<file path="src/rtl/clut_pkg.sv">
// Package: shared constants and types for the colour lookup block.
// Assumes an 8-bit output per component and a 5/6/5 direct-colour word.
package clut_pkg;

    // Output component width after bit replication
    localparam int CLUT_OUT_W = 8;

    // Direct-colour field widths, most significant field first
    localparam int DIR_R_W = 5;
    localparam int DIR_G_W = 6;
    localparam int DIR_B_W = 5;
    localparam int PIX_W   = DIR_R_W + DIR_G_W + DIR_B_W;

    // Pixel format codes
    localparam logic [2:0] FMT_IDX16  = 3'd2;
    localparam logic [2:0] FMT_IDX256 = 3'd3;
    localparam logic [2:0] FMT_DIRECT = 3'd5;

    // Host write targets
    localparam logic HOST_TGT_INDEX = 1'b0;
    localparam logic HOST_TGT_DATA  = 1'b1;

    // Component sequencer position
    typedef enum logic [1:0] {
        PH_RED   = 2'd0,
        PH_GREEN = 2'd1,
        PH_BLUE  = 2'd2
    } comp_phase_t;

endpackage

</file>
<file path="src/rtl/clut_expand.sv">
// Module: clut_expand
// Widens a colour field to OUT_W bits by repeating its bits from the
// most significant end, so full scale maps to full scale.
// Assumes IN_W >= 1 and IN_W <= OUT_W.
module clut_expand #(
    parameter int IN_W  = 4,
    parameter int OUT_W = 8
) (
    input  logic [IN_W-1:0]  field_in,
    output logic [OUT_W-1:0] wide_out
);

    // Each output bit takes the input bit at the same distance from the
    // top, modulo the input width
    for (genvar i = 0; i < OUT_W; i++) begin : g_rep
        assign wide_out[OUT_W-1-i] = field_in[IN_W-1-(i % IN_W)];
    end

endmodule

</file>
<file path="src/rtl/clut_host_seq.sv">
// Module: clut_host_seq
// Host side of the colour table. It holds the current entry index and
// collects red and green from successive data writes. On the blue write it
// issues one table write and steps the index.
// Assumes at most one host write per cycle and components in the top
// COMP_W bits of each data byte.
module clut_host_seq
    import clut_pkg::*;
#(
    parameter int HOST_W = 8,
    parameter int IDX_W  = 8,
    parameter int COMP_W = 4
) (
    input  logic                clk,
    input  logic                rst_n,
    input  logic                host_we,
    input  logic                host_sel,
    input  logic [HOST_W-1:0]   host_wdata,
    output logic                tbl_we,
    output logic [IDX_W-1:0]    tbl_waddr,
    output logic [3*COMP_W-1:0] tbl_wdata
);

    localparam int ENTRY_W = 3 * COMP_W;

    comp_phase_t          phase_q;
    logic [IDX_W-1:0]     idx_q;
    logic [COMP_W-1:0]    red_q;
    logic [COMP_W-1:0]    green_q;
    logic [COMP_W-1:0]    comp_in;
    logic                 idx_wr;
    logic                 dat_wr;

    assign idx_wr  = host_we && (host_sel == HOST_TGT_INDEX);
    assign dat_wr  = host_we && (host_sel == HOST_TGT_DATA);
    assign comp_in = host_wdata[HOST_W-1 -: COMP_W];

    // Index register, component phase and staged red/green
    always_ff @(posedge clk) begin
        if (!rst_n) begin
            phase_q <= PH_RED;
            idx_q   <= '0;
            red_q   <= '0;
            green_q <= '0;
        end else if (idx_wr) begin
            idx_q   <= host_wdata[IDX_W-1:0];
            phase_q <= PH_RED;
        end else if (dat_wr) begin
            case (phase_q)
                PH_RED: begin
                    red_q   <= comp_in;
                    phase_q <= PH_GREEN;
                end
                PH_GREEN: begin
                    green_q <= comp_in;
                    phase_q <= PH_BLUE;
                end
                default: begin
                    idx_q   <= idx_q + 1'b1;
                    phase_q <= PH_RED;
                end
            endcase
        end
    end

    // Table write issued on the blue data write
    always_comb begin
        tbl_we    = dat_wr && (phase_q == PH_BLUE);
        tbl_waddr = idx_q;
        tbl_wdata = ENTRY_W'({red_q, green_q, comp_in});
    end

    AST_INDEX_LOAD: assert property (@(posedge clk) disable iff (!rst_n)
        idx_wr |=> (idx_q == $past(host_wdata[IDX_W-1:0])));

    AST_SEQ_RESTART: assert property (@(posedge clk) disable iff (!rst_n)
        idx_wr |=> (phase_q == PH_RED));

    AST_IDLE_HOLD: assert property (@(posedge clk) disable iff (!rst_n)
        !host_we |=> ($stable(idx_q) && $stable(phase_q)));

    AST_INDEX_STEP: assert property (@(posedge clk) disable iff (!rst_n)
        tbl_we |=> (idx_q == $past(idx_q) + 1'b1));

    AST_PHASE_LEGAL: assert property (@(posedge clk) disable iff (!rst_n)
        phase_q != 2'd3);

endmodule

</file>
<file path="src/rtl/clut_store.sv">
// Module: clut_store
// Colour table storage: one write port from the host side and one
// registered read port for the pixel side. A read of an entry being
// written in the same cycle returns the old contents.
// Assumes contents are not reset; the read register is.
module clut_store #(
    parameter int IDX_W   = 8,
    parameter int ENTRY_W = 12
) (
    input  logic               clk,
    input  logic               rst_n,
    input  logic               wr_en,
    input  logic [IDX_W-1:0]   wr_addr,
    input  logic [ENTRY_W-1:0] wr_data,
    input  logic [IDX_W-1:0]   rd_addr,
    output logic [ENTRY_W-1:0] rd_data
);

    localparam int DEPTH = 1 << IDX_W;

    logic [ENTRY_W-1:0] mem [DEPTH];

    // Table write
    always_ff @(posedge clk) begin
        if (wr_en) begin
            mem[wr_addr] <= wr_data;
        end
    end

    // Registered lookup, old data on a same-entry collision
    always_ff @(posedge clk) begin
        if (!rst_n) begin
            rd_data <= '0;
        end else begin
            rd_data <= mem[rd_addr];
        end
    end

endmodule

</file>
<file path="src/rtl/clut_pixel_path.sv">
// Module: clut_pixel_path
// Pixel side: forms the table address for the indexed formats and keeps
// the direct-colour word and format code for one cycle. It then picks and
// widens the components. Every format has one clock of latency.
// Assumes tbl_rd_data is the registered table output for the address
// presented in the previous cycle.
module clut_pixel_path
    import clut_pkg::*;
#(
    parameter int IDX_W       = 8,
    parameter int NARROW_W    = 4,
    parameter int COMP_W      = 4
) (
    input  logic                  clk,
    input  logic                  rst_n,
    input  logic [2:0]            fmt_sel,
    input  logic [PIX_W-1:0]      pix_in,
    output logic [IDX_W-1:0]      tbl_rd_addr,
    input  logic [3*COMP_W-1:0]   tbl_rd_data,
    output logic [CLUT_OUT_W-1:0] out_red,
    output logic [CLUT_OUT_W-1:0] out_green,
    output logic [CLUT_OUT_W-1:0] out_blue
);

    logic [2:0]            fmt_q;
    logic [PIX_W-1:0]      pix_q;
    logic [CLUT_OUT_W-1:0] idx_r, idx_g, idx_b;
    logic [CLUT_OUT_W-1:0] dir_r, dir_g, dir_b;

    // Table address: the narrow format keeps only the low NARROW_W bits
    always_comb begin
        tbl_rd_addr = pix_in[IDX_W-1:0];
        if (fmt_sel == FMT_IDX16) begin
            tbl_rd_addr = IDX_W'(pix_in[NARROW_W-1:0]);
        end
    end

    // Format code and direct word aligned with the table read
    always_ff @(posedge clk) begin
        if (!rst_n) begin
            fmt_q <= '0;
            pix_q <= '0;
        end else begin
            fmt_q <= fmt_sel;
            pix_q <= pix_in;
        end
    end

    clut_expand #(.IN_W(COMP_W), .OUT_W(CLUT_OUT_W)) u_idx_r (
        .field_in (tbl_rd_data[3*COMP_W-1 -: COMP_W]),
        .wide_out (idx_r)
    );
    clut_expand #(.IN_W(COMP_W), .OUT_W(CLUT_OUT_W)) u_idx_g (
        .field_in (tbl_rd_data[2*COMP_W-1 -: COMP_W]),
        .wide_out (idx_g)
    );
    clut_expand #(.IN_W(COMP_W), .OUT_W(CLUT_OUT_W)) u_idx_b (
        .field_in (tbl_rd_data[COMP_W-1:0]),
        .wide_out (idx_b)
    );

    clut_expand #(.IN_W(DIR_R_W), .OUT_W(CLUT_OUT_W)) u_dir_r (
        .field_in (pix_q[PIX_W-1 -: DIR_R_W]),
        .wide_out (dir_r)
    );
    clut_expand #(.IN_W(DIR_G_W), .OUT_W(CLUT_OUT_W)) u_dir_g (
        .field_in (pix_q[DIR_B_W +: DIR_G_W]),
        .wide_out (dir_g)
    );
    clut_expand #(.IN_W(DIR_B_W), .OUT_W(CLUT_OUT_W)) u_dir_b (
        .field_in (pix_q[DIR_B_W-1:0]),
        .wide_out (dir_b)
    );

    // Output select by the registered format code; others give black
    always_comb begin
        case (fmt_q)
            FMT_IDX16, FMT_IDX256: begin
                out_red   = idx_r;
                out_green = idx_g;
                out_blue  = idx_b;
            end
            FMT_DIRECT: begin
                out_red   = dir_r;
                out_green = dir_g;
                out_blue  = dir_b;
            end
            default: begin
                out_red   = '0;
                out_green = '0;
                out_blue  = '0;
            end
        endcase
    end

    AST_BLACK_FMT: assert property (@(posedge clk) disable iff (!rst_n)
        (fmt_sel != FMT_IDX16 && fmt_sel != FMT_IDX256 && fmt_sel != FMT_DIRECT)
        |=> (out_red == '0 && out_green == '0 && out_blue == '0));

    AST_DIRECT_RED: assert property (@(posedge clk) disable iff (!rst_n)
        (fmt_sel == FMT_DIRECT)
        |=> (out_red[CLUT_OUT_W-1 -: DIR_R_W] == $past(pix_in[PIX_W-1 -: DIR_R_W])));

    AST_DIRECT_BLUE: assert property (@(posedge clk) disable iff (!rst_n)
        (fmt_sel == FMT_DIRECT)
        |=> (out_blue[CLUT_OUT_W-1 -: DIR_B_W] == $past(pix_in[DIR_B_W-1:0])));

    AST_INDEXED_TRACK: assert property (@(posedge clk) disable iff (!rst_n)
        (fmt_sel == FMT_IDX256)
        |=> (out_green[CLUT_OUT_W-1 -: COMP_W] == tbl_rd_data[2*COMP_W-1 -: COMP_W]));

endmodule

</file>
<file path="src/rtl/clut_top.sv">
// Module: clut_top
// Colour lookup block: byte-wide host loading of a 256-entry palette
// through an index register and a sequenced data register, plus a
// one-cycle pixel path supporting two indexed formats and direct colour.
// Assumes host writes and pixels share one clock.
module clut_top
    import clut_pkg::*;
#(
    parameter int HOST_W   = 8,
    parameter int IDX_W    = 8,
    parameter int COMP_W   = 4,
    parameter int NARROW_W = 4
) (
    input  logic                  clk,
    input  logic                  rst_n,
    input  logic                  host_we,
    input  logic                  host_sel,
    input  logic [HOST_W-1:0]     host_wdata,
    input  logic [2:0]            fmt_sel,
    input  logic [PIX_W-1:0]      pix_in,
    output logic [CLUT_OUT_W-1:0] out_red,
    output logic [CLUT_OUT_W-1:0] out_green,
    output logic [CLUT_OUT_W-1:0] out_blue
);

    localparam int ENTRY_W = 3 * COMP_W;

    logic               tbl_we;
    logic [IDX_W-1:0]   tbl_waddr;
    logic [ENTRY_W-1:0] tbl_wdata;
    logic [IDX_W-1:0]   tbl_raddr;
    logic [ENTRY_W-1:0] tbl_rdata;

    clut_host_seq #(
        .HOST_W (HOST_W),
        .IDX_W  (IDX_W),
        .COMP_W (COMP_W)
    ) u_host (
        .clk        (clk),
        .rst_n      (rst_n),
        .host_we    (host_we),
        .host_sel   (host_sel),
        .host_wdata (host_wdata),
        .tbl_we     (tbl_we),
        .tbl_waddr  (tbl_waddr),
        .tbl_wdata  (tbl_wdata)
    );

    clut_store #(
        .IDX_W   (IDX_W),
        .ENTRY_W (ENTRY_W)
    ) u_store (
        .clk     (clk),
        .rst_n   (rst_n),
        .wr_en   (tbl_we),
        .wr_addr (tbl_waddr),
        .wr_data (tbl_wdata),
        .rd_addr (tbl_raddr),
        .rd_data (tbl_rdata)
    );

    clut_pixel_path #(
        .IDX_W    (IDX_W),
        .NARROW_W (NARROW_W),
        .COMP_W   (COMP_W)
    ) u_pix (
        .clk         (clk),
        .rst_n       (rst_n),
        .fmt_sel     (fmt_sel),
        .pix_in      (pix_in),
        .tbl_rd_addr (tbl_raddr),
        .tbl_rd_data (tbl_rdata),
        .out_red     (out_red),
        .out_green   (out_green),
        .out_blue    (out_blue)
    );

    AST_RESET_BLACK: assert property (@(posedge clk)
        !rst_n |=> (out_red == '0 && out_green == '0 && out_blue == '0));

endmodule

</file>
<file path="config.mk">
export PLATFORM = sky130hd
export DESIGN_NAME = clut_top
export DESIGN_NICKNAME = d
export VERILOG_FILES = /design/src/rtl/clut_pkg.sv /design/src/rtl/clut_expand.sv /design/src/rtl/clut_host_seq.sv /design/src/rtl/clut_store.sv /design/src/rtl/clut_pixel_path.sv /design/src/rtl/clut_top.sv
export SDC_FILE = /design/constraint.sdc
export NUM_CORES = 2
export LEC_CHECK = 0
export CAP_MARGIN = 0
export CORE_MARGIN = 2
export CORE_UTILIZATION = 57
export DETAILED_ROUTE_END_ITERATION = 7
export PLACE_DENSITY = 0.76
export SLEW_MARGIN = 10
export SYNTH_ARGS = -nofsm -noshare
export SYNTH_HDL_FRONTEND = slang
export SYNTH_SLANG_ARGS = --single-unit
</file>
<file path="constraint.sdc">
create_clock -name clk -period 4.65 [get_ports clk]
set_clock_uncertainty 0.05 [all_clocks]
set_input_delay 0.93 -clock clk [delete_from_list [all_inputs] [get_ports clk]]
set_output_delay 0.93 -clock clk [all_outputs]
set_load 0.02 [all_outputs]
</file>
==> impl_metrics.csv <==
group,metric,value,unit
sta,fin_crit,3.757,ns
sta,timing_worst_slew_pin_value,1.143,ns
clocking,cts_setup_buffers,0,
placement,place_ws,-0.0007367,ns
logic_synthesis,synth_cells,5587,
worst_setup_path,critPathLaunchType,"primary input",
detailed_routing,ant_nets,0,
grt,track_usage,0.2982,
logic_synthesis,synth_top_area_cell,"edfxtp_1",
clocking,postCtsResizedCells,0,
die,core_area,209400,um^2
logic_synthesis,ys_top_cells_by_count,"edfxtp_1 (3,072), mux4_2 (822), nand2_1 (404), nor2_1 (318), nand3_1 (172)",
die,start_util,0.5727,
die,die_y,462.7,um
layout,area_growth_syn_to_layout,13.94,%
placement,place_area,126900,um^2
run_status,status,"finished, final reports clean",
placement,gp_congestion,0.9548,
pwr,p_leak,40.55,nW
detailed_routing,dr.pass1.iters,7,
logic_synthesis,synth_area_per_cell,21.46,um^2
grt,grt_max_degree,140,
logic_synthesis,netlist_area,119900,um^2
worst_setup_path,critPathTopFamily,"buffers and inverters",
clocking,insertion_delay,0.92,ns
pwr,total_power,0.05769,W
worst_setup_path,critPathKind,"primary input to register",
layout,fillers,12980,
worst_setup_path,worst-endpoint-required,5.48,ns
worst_setup_path,critical_path.cell_chain,"clkdlybuf4s50_1, nor3b_2, buf_4, nor2_4, buf_12, nand2_1, buf_4, o22ai_1, or2_2, o41ai_1, buf_4, a22o_1",
worst_hold_path,hp-class,"primary input to register",
logic_synthesis,syn_nets,5622,
logic_synthesis,synth.most_common_cell,"edfxtp_1",
worst_hold_path,hold_end,"u_store.mem[254][0]$_DFFE_PP_",
detailed_routing,initialDrtViolationCount,10320,
logic_synthesis,synthArstFlopShare,0,
clocking,root_buffer,"clkbuf_16",
logic_synthesis,synth.area.top_cells,"edfxtp_1 (77%), mux4_2 (15%), nand2_1 (1.3%)",
job,maxCapViolations,0,
logic_synthesis,synth_seq_cells,3121,
logic_synthesis,yosysWarnings,0,
placement,io_buffers,54,
clocking,clockBufferDepth,4,
placement,dp_hpwl,191300,um
layout,nNetsFinal,6187,
worst_setup_path,cp_slowest_cell,"o41ai_1",
sta,slew_headroom,0.2383,
layout,drive_gt1_frac,0.2799,
grt,grt_pass1_wl,454100,um
sta,fin_crit_sh,0.8080,
worst_setup_path,critical_path.endpoint_type,"register",
sta,hold_viol,0,
sta,finalSetupViolations,0,
die,die_area,214100,um^2
logic_synthesis,synthFlopType,"edfxtp_1",
detailed_routing,drc,0,
logic_synthesis,ys_types,64,
sta,drv_slew,0,
clocking,h-tree-depth,5,
logic_synthesis,yosysSeqAreaShare,0.7775,
worst_setup_path,reg2reg_to,"u_store.mem[218][9]$_DFFE_PP_",
clocking,cts_tree,"done",
placement,dp_cells,8637,
detailed_routing,routed_wl,321000,um
grt,grt-ovfl-total,0,
clocking,clkTransAtPathRegs,0.06,ns
pwr,ir_drop,0.0004183,V
pwr,p_per_area,422.3,nW/um^2
detailed_routing,wire_per_inst,34.95,um
grt,grt_pass1_vias,61550,
grt,antenna_found_initial,10,
sta,layout_setup_ws,0.8929,ns
worst_setup_path,crit_buf_inv,5,
detailed_routing,vias_per_cell,6.803,
layout,fin_cells,9185,
clocking,clock-sinks,3121,
worst_setup_path,worstRegToRegCells,4,
worst_setup_path,cp_data_arrival_time,4.59,ns
logic_synthesis,yosysTopAreaCellShare,0.7693,
layout,final_area,136600,um^2
worst_hold_path,min_from,"host_wdata[4]",
worst_setup_path,max_stage_delay,0.78,ns
worst_setup_path,worstReg2RegStart,"u_host.tbl_waddr[6]$_SDFFE_PN0P_",
clocking,cts_made_buffers,318,
logic_synthesis,synth_edf_count,3072,
detailed_routing,vias,62490,
die,die_x,462.7,um
die,rows,168,
worst_hold_path,holdPathStages,1,
sta,max_freq,0.2662,GHz
sta,rsz0062_at_grt,"no",
worst_setup_path,r2r_setup_slack,1.49,ns
clocking,holdBufCountCts,0,
worst_setup_path,path_common_cell,"buf_4",
worst_setup_path,critical_path.max_fanout,46,
die,io_pins,55,
[area by class of cell]
| type | instances | area, um^2 | area share |
|---|---|---|---|
| multi-input combinational | 2134 | 25050 | 0.1834 |
| clock buffer | 406 | 8541 | 0.06251 |
| antenna | 6 | 15.01 | 0.0001099 |
| tap | 2805 | 3510 | 0.02569 |
| timing repair buffer | 570 | 5034 | 0.03684 |
| clock inverter | 136 | 1182 | 0.008654 |
| inverter | 7 | 26.28 | 0.0001923 |
| sequential | 3121 | 93260 | 0.6826 |
[worst reg2reg max path: cells and delay by family (launching register included)]
kind                   cells  cell delay [ns]
buffers and inverters      1             0.30
AND/OR/NAND/NOR            3             1.94
flip-flops                 1             0.53
[metal layers]
layer,global-route usage,share of wire,wire length (um),up-vias
li1,-,-,-,24320
met1,0.3915,0.34,109400,32660
met2,0.4798,0.49,157400,4687
met3,0.06440,0.11,35780,812
met4,0.1454,0.057,18340,4
met5,0,0.000087,28,-
[worst max path at each step]
stage,cells past startpoint,slack [ns],start,end
floorplan,0,0.35,u_host.green_q[0]$_SDFFE_PN0P_,u_store.mem[0][4]$_DFFE_PP_
global placement,12,0.009,fmt_sel[1],u_store.rd_data[0]$_SDFF_PN0_
detailed placement,12,-0.0007,fmt_sel[1],u_store.rd_data[0]$_SDFF_PN0_
CTS,12,0.99,fmt_sel[1],u_store.rd_data[0]$_SDFF_PN0_
global route,12,0.86,fmt_sel[1],u_store.rd_data[0]$_SDFF_PN0_
finish,12,0.89,fmt_sel[1],u_store.rd_data[0]$_SDFF_PN0_
[flip-flops by register name, indices dropped and copies added (netlist names)]
name              flops
u_host.green_q        4
u_host.phase_q        2
u_host.red_q          4
u_host.tbl_waddr      8
u_pix.fmt_q           3
u_pix.pix_q          16
u_store.mem        3072
u_store.rd_data      12
[cell families (layout without fill, tap and decap cells)]
family                   after synthesis  in the layout  share of synthesized area
buffers and inverters                332           1119                    0.01383
adder cells (fa/ha/maj)                4              4                  0.0004174
other                                  0              6                          0
AND/OR/NAND/NOR                     1044           1044                    0.03756
AO/OA/AOI/OAI                        248            248                    0.01493
multiplexers                         838            838                     0.1558
flip-flops                          3121           3121                     0.7775
[cells in the final DEF, fill, tap and decap left out, drive strengths merged, types with 3 or more instances in the layout]
cell type	Yosys	routed
mux2	4	4
nor3	22	22
a211oi	17	17
nand2	405	405
o22ai	76	76
nor4	3	3
clkinvlp	0	8
a41o	18	18
nand2b	5	5
a21oi	33	33
a311oi	9	9
bufinv	0	21
clkinv	0	104
nand3	172	172
and2	21	21
ha	4	4
mux2i	12	12
a32oi	3	3
diode	0	6
dfxtp	49	49
nand4	32	32
or2	23	23
nor2b	18	18
a31oi	11	11
edfxtp	3072	3072
clkdlybuf4s50	0	47
o2111ai	22	22
nor2	319	319
a21boi	3	3
a22o	24	24
and3	16	16
mux4	822	822
clkbuf	169	407
o21ai	12	12
buf	156	522
inv	7	10
[where the power goes]
part	internal, W	leakage [nW]	switching (W)
registers	0.0308	25.6	0.000114
logic	0.000903	10.2	0.00155
clock network	0.0141	4.75	0.0103
[per-stage QoR]
stage,hold WS [ns],TNS [ns],util
4_1_cts,0.4892,0,0.6525
2_1_floorplan,0.4496,0,-
3_3_place_gp,0.4790,0,0.6060
3_5_place_dp,0.4994,-0.0007367,0.6060
6_report,0.4701,0,0.6526
5_1_grt,0.5042,0,0.6525
(Power assumes the default switching activity.)
